$ cat config.mk
export PLATFORM = sky130hd
export DESIGN_NAME = stopgrant_throttle
export DESIGN_NICKNAME = d
export VERILOG_FILES = /design/src/rtl/stopgrant_pkg.sv /design/src/rtl/stopgrant_decoder.sv /design/src/rtl/stopgrant_seq.sv /design/src/rtl/stopgrant_flag.sv /design/src/rtl/stopgrant_throttle.sv
export SDC_FILE = /design/constraint.sdc
export NUM_CORES = 1
export LEC_CHECK = 0
export ABC_CLOCK_PERIOD_IN_PS = 4000
export BUFFER_PORTS_ARGS = -buffer_cell sky130_fd_sc_hd__buf_2
export CAP_MARGIN = 20
export CORE_MARGIN = 2
export CORE_UTILIZATION = 28
export CTS_CLUSTER_SIZE = 8
export DETAILED_ROUTE_END_ITERATION = 6
export PLACE_DENSITY_LB_ADDON = 0.15
export SYNTH_ARGS = -nofsm -noshare
export SYNTH_HDL_FRONTEND = slang
export SYNTH_SLANG_ARGS = --single-unit
$ cat constraint.sdc
create_clock -name clk -period 4 [get_ports clk]
set_input_delay 0.8 -clock clk [delete_from_list [all_inputs] [get_ports clk]]
set_output_delay 0.8 -clock clk [all_outputs]
set_load 0.005 [all_outputs]
$ cat src/rtl/stopgrant_pkg.sv
package stopgrant_pkg;

    localparam int unsigned BUS_ADDR_W    = 32;
    localparam int unsigned BUS_DATA_W    = 32;
    localparam int unsigned GRANT_ADDR_IX = 4;
    localparam logic [BUS_DATA_W-1:0] GRANT_WORD = 32'h0012_0002;

    typedef enum logic [1:0] {
        SEQ_IDLE     = 2'd0,
        SEQ_ASSERTED = 2'd1,
        SEQ_WAIT     = 2'd2,
        SEQ_RELEASE  = 2'd3
    } seq_state_e;

    typedef enum logic {
        DEC_ADDR_BIT = 1'b0,
        DEC_DATA_WORD = 1'b1
    } dec_rule_e;

    typedef struct packed {
        logic                  valid;
        logic                  special;
        logic [BUS_ADDR_W-1:0] addr;
        logic [BUS_DATA_W-1:0] data;
    } bus_cycle_t;

    function automatic logic clock_held(input seq_state_e s);
        return (s == SEQ_ASSERTED) || (s == SEQ_WAIT);
    endfunction

endpackage

$ cat src/rtl/stopgrant_decoder.sv
module stopgrant_decoder
    import stopgrant_pkg::*;
#(
    parameter int unsigned ADDR_W = BUS_ADDR_W,
    parameter int unsigned DATA_W = BUS_DATA_W,
    parameter int unsigned ADDR_IX = GRANT_ADDR_IX,
    parameter logic [DATA_W-1:0] MATCH_WORD = GRANT_WORD
) (
    input  logic              special_ok,
    input  dec_rule_e         rule,
    input  logic [ADDR_W-1:0] addr,
    input  logic [DATA_W-1:0] data,
    output logic              hit
);
    logic by_addr;
    logic by_data;

    assign by_addr = addr[ADDR_IX];
    assign by_data = (data == MATCH_WORD);

    always_comb begin
        unique case (rule)
            DEC_ADDR_BIT:  hit = special_ok & by_addr;
            DEC_DATA_WORD: hit = special_ok & by_data;
            default:       hit = 1'b0;
        endcase
    end
endmodule

$ cat src/rtl/stopgrant_seq.sv
module stopgrant_seq
    import stopgrant_pkg::*;
(
    input  logic       clk,
    input  logic       rst,
    input  logic       req,
    input  logic       hold,
    input  logic       hit,
    input  logic       granted,
    output seq_state_e state_q,
    output seq_state_e state_d
);
    always_comb begin
        state_d = state_q;
        unique case (state_q)
            SEQ_IDLE: begin
                if (req) state_d = SEQ_ASSERTED;
            end
            SEQ_ASSERTED: begin
                if (!req) begin
                    if (!hold || granted || hit) state_d = SEQ_RELEASE;
                    else                         state_d = SEQ_WAIT;
                end
            end
            SEQ_WAIT: begin
                if (req)               state_d = SEQ_ASSERTED;
                else if (hit || !hold) state_d = SEQ_RELEASE;
            end
            SEQ_RELEASE: state_d = SEQ_IDLE;
            default:     state_d = SEQ_IDLE;
        endcase
    end

    always_ff @(posedge clk) begin
        if (rst) state_q <= SEQ_IDLE;
        else     state_q <= state_d;
    end
endmodule

$ cat src/rtl/stopgrant_flag.sv
module stopgrant_flag
    import stopgrant_pkg::*;
(
    input  logic       clk,
    input  logic       rst,
    input  seq_state_e state_q,
    input  seq_state_e state_d,
    input  logic       hit,
    output logic       granted
);
    logic granted_d;

    always_comb begin
        if (clock_held(state_d))
            granted_d = granted | (clock_held(state_q) & hit);
        else
            granted_d = 1'b0;
    end

    always_ff @(posedge clk) begin
        if (rst) granted <= 1'b0;
        else     granted <= granted_d;
    end
endmodule

$ cat src/rtl/stopgrant_throttle.sv
module stopgrant_throttle
    import stopgrant_pkg::*;
#(
    parameter int unsigned ADDR_W = BUS_ADDR_W,
    parameter int unsigned DATA_W = BUS_DATA_W
) (
    input  logic              clk,
    input  logic              rst,
    input  logic              stop_req,
    input  logic              hold_for_grant,
    input  logic              grant_by_data,
    input  logic              bus_valid,
    input  logic              bus_special,
    input  logic [ADDR_W-1:0] bus_addr,
    input  logic [DATA_W-1:0] bus_data,
    output logic              stop_clk_n,
    output logic              grant_seen,
    output logic [1:0]        seq_state
);
    seq_state_e st_q;
    seq_state_e st_d;
    logic       sg_hit;
    logic       grant_q;
    dec_rule_e  rule;

    assign rule = dec_rule_e'(grant_by_data);

    stopgrant_decoder #(
        .ADDR_W (ADDR_W),
        .DATA_W (DATA_W)
    ) dec_i (
        .special_ok (bus_valid & bus_special),
        .rule       (rule),
        .addr       (bus_addr),
        .data       (bus_data),
        .hit        (sg_hit)
    );

    stopgrant_seq seq_i (
        .clk     (clk),
        .rst     (rst),
        .req     (stop_req),
        .hold    (hold_for_grant),
        .hit     (sg_hit),
        .granted (grant_q),
        .state_q (st_q),
        .state_d (st_d)
    );

    stopgrant_flag flag_i (
        .clk     (clk),
        .rst     (rst),
        .state_q (st_q),
        .state_d (st_d),
        .hit     (sg_hit),
        .granted (grant_q)
    );

    assign stop_clk_n = ~clock_held(st_q);
    assign grant_seen = grant_q;
    assign seq_state  = st_q;
endmodule

==> impl_metrics.csv <==
group,metric,value,unit
timing,slew_viol_final,0,
flow_run,maxCapViolations,0,
final_layout,num_antenna_cells,0,
global_routing,gr-total-overflow,0,
clock_network,ctsResizeCount,0,
power,power_density,204,mW/mm^2
final_layout,area_growth,62.0,%
worst_setup_path,cp-end-kind,"flip-flop",
synthesis,yosys.area_share.adder,0.0890,
final_layout,layout_commonest_cell,"buf_2",
synthesis,syn_area,422,sq um
clock_network,cts_root_buffer,"clkbuf_4",
synthesis,synth_cell_types,25,
power,intPower,0.0000975,W
final_layout,drive_above_1_share,0.626,
synthesis,synthCells,44,
final_layout,postLayoutCellArea,683,sq um
timing,rsz0062_at_grt,"no",
clock_network,clk_path_buf_depth,2,
power,netSwitchingFraction,0.302,
clock_network,cts_tree,"built",
power,power.share.sequential,0.238,
global_routing,grt_antenna_before_repair,0,
timing,period_minus_slack,2160,ps
hold_path,hold_path_class,"reg -> reg",
clock_network,numCtsBuffers,3,
floorplan,die_area,0.00183,sq mm
floorplan,std_cell_rows,14,
floorplan,die_w,42.8,um
synthesis,synthSimpleGateAreaFrac,0.427,
global_routing,grt_pass1_vias,470,
status,status,"completed",
clock_network,path_clk_slew,40,ps
power,vdd_drop_max,82.6,uV
synthesis,yosysWarnings,0,
timing,setup_viol,0,
routing,vias,516,
placement,place.gp.congestion,0.759,
timing,max_clock_freq,464,MHz
synthesis,syn_area_per_cell,9.58,sq um
clock_network,clock_sinks,3,
final_layout,final_cell_mix,"43 x buf_2, 5 x nor2_1, 4 x inv_1",
timing,skew,2.76,ps
clock_network,cts_post_setup_buffers_inserted,0,
placement,dp_hpwl,970,um
power,power_switching,0.0000421,W
final_layout,layout.nets,166,
routing,firstDrtPassIters,4,
synthesis,synth_xor_area_frac,0.0208,
placement,port_buffers,43,
power,clockPowerShare,0.387,
worst_setup_path,startpoint_type,"input pin",
timing,tightest_slew,458,ps
power,leakagePower,0.333,nW
placement,post_dp_cell_area,657,sq um
global_routing,grt_start_max_net_pins,8,
worst_setup_path,critical_path_class,"in -> reg",
timing,slew_headroom,0.692,
routing,drtAntennaViolNets,0,
synthesis,synth_mux_area_frac,0,
synthesis,synth_top_family_by_area,"simple AND/OR/NAND/NOR gates",
routing,vias_per_cell,4.82,
routing,route.detailed.drc,0,
floorplan,start_util,0.290,
routing,wl,1060,um
clock_network,clk_latency,230,ps
routing,drtIter0Drc,1,
timing,setup_tns,0,ps
global_routing,track_usage,0.118,
timing,fin_crit_sh,0.539,
worst_setup_path,arrival,2290,ps
clock_network,cts_hold_buf,0,
synthesis,ys_seq_elements,3,
clock_network,htreeDepth,1,
synthesis,synth-seq-area-share,0.142,
synthesis,synth-compound-area-share,0.285,
routing,drt-wirelength-per-cell,9.86,um
global_routing,grt_pass1_wl,1680,um
timing,timing.final.hold_violations,0,
synthesis,synthesis.nets,118,
floorplan,core_area,0.00145,sq mm
floorplan,ios,75,
worst_setup_path,worstPathRequired,4140,ps
power,combPwrFrac,0.375,
floorplan,fp.dieH,42.8,um
worst_setup_path,crit_path_max_fanout,3,
## synth_stat cells
library cell	number	area share
nor2_1	5	0.045
nor4b_4	2	0.11
o21ba_1	1	0.024
nand2b_1	1	0.015
nor4b_1	2	0.042
o211ai_1	1	0.018
and2b_2	1	0.021
nand4b_1	1	0.021
a2111oi_2	1	0.036
nand3_1	1	0.012
ha_1	3	0.089
o21ai_2	1	0.021
inv_1	4	0.036
o21a_1	1	0.018
a21oi_1	2	0.024
a21o_1	1	0.018
o31ai_1	1	0.018
dfxtp_1	3	0.14
o32a_1	1	0.024
nor3_1	1	0.012
nand4_2	2	0.059
nor4_2	3	0.089
o31ai_4	1	0.050
o21ai_0	3	0.036
xor2_1	1	0.021
## through the flow
| step | setup WS (ps) | utilization | hold WS, ps | total power [W] | cells |
|---|---|---|---|---|---|
| 6_report | 1840 | 0.470 | 597 | 0.000140 | 107 |
| 5_1_grt | 1760 | 0.470 | 632 | 0.000150 | 107 |
| 4_1_cts | 1820 | 0.470 | 603 | 0.000142 | 107 |
| 3_5_place_dp | 1570 | 0.452 | 599 | 0.0000863 | 103 |
| 3_3_place_gp | 1550 | 0.452 | 589 | 0.0000849 | 103 |
| 2_1_floorplan | 1790 | - | 557 | 0.0000568 | 44 |
## final timing paths
check	cells past startpoint	slack, ps	start	to
setup / recovery	7	1840	bus_data[28]	flag_i.granted
hold / removal	2	600	flag_i.granted	flag_i.granted
setup reg to reg	8	2040	seq_i.state_q[0]	flag_i.granted
hold reg to reg	2	600	flag_i.granted	flag_i.granted
## power by group through the flow
stage | Sequential (W) | Clock [W] | Combinational [W]
CTS | 0.0000333 | 0.0000560 | 0.0000526
finish | 0.0000333 | 0.0000540 | 0.0000524
detailed placement | 0.0000338 | 0 | 0.0000525
global route | 0.0000336 | 0.0000580 | 0.0000580
global placement | 0.0000339 | 0 | 0.0000510
floorplan | 0.0000335 | 0 | 0.0000233
## flip-flops by register name, summed over array words and instances (netlist names)
name,flops
flag_i.granted,1
seq_i.state_q,2
## routing by layer
metal	global-route usage	share of wire
met1	0.120	0.42
met2	0.230	0.47
met3	0.0128	0.099
met4	0.0563	0.018
met5	0	0
## critical path, stage by stage
cell       delay (ps)
buf_2             110
nor4b_4           280
nand4_2           150
o31ai_4           310
o21ai_2           110
xor2_1            180
a2111oi_2         350
## layout make-up
cell class,instances,area (sq um)
sequential,3,60.1
multi-input combinational,37,347
fill,158,771
inverter,4,15.0
tap,16,20.0
timing repair buffer,43,215
clock buffer,4,26.3
## logic make-up (layout without fill, tap and decap cells)
kind of cell	after synthesis	count (layout)
AO/OA/AOI/OAI	14	14
XOR/XNOR	1	1
adder cells (fa/ha/maj)	3	3
buffers and inverters	4	51
flip-flops	3	3
AND/OR/NAND/NOR	19	19
No activity file was read; power rests on OpenSTA's default activity.
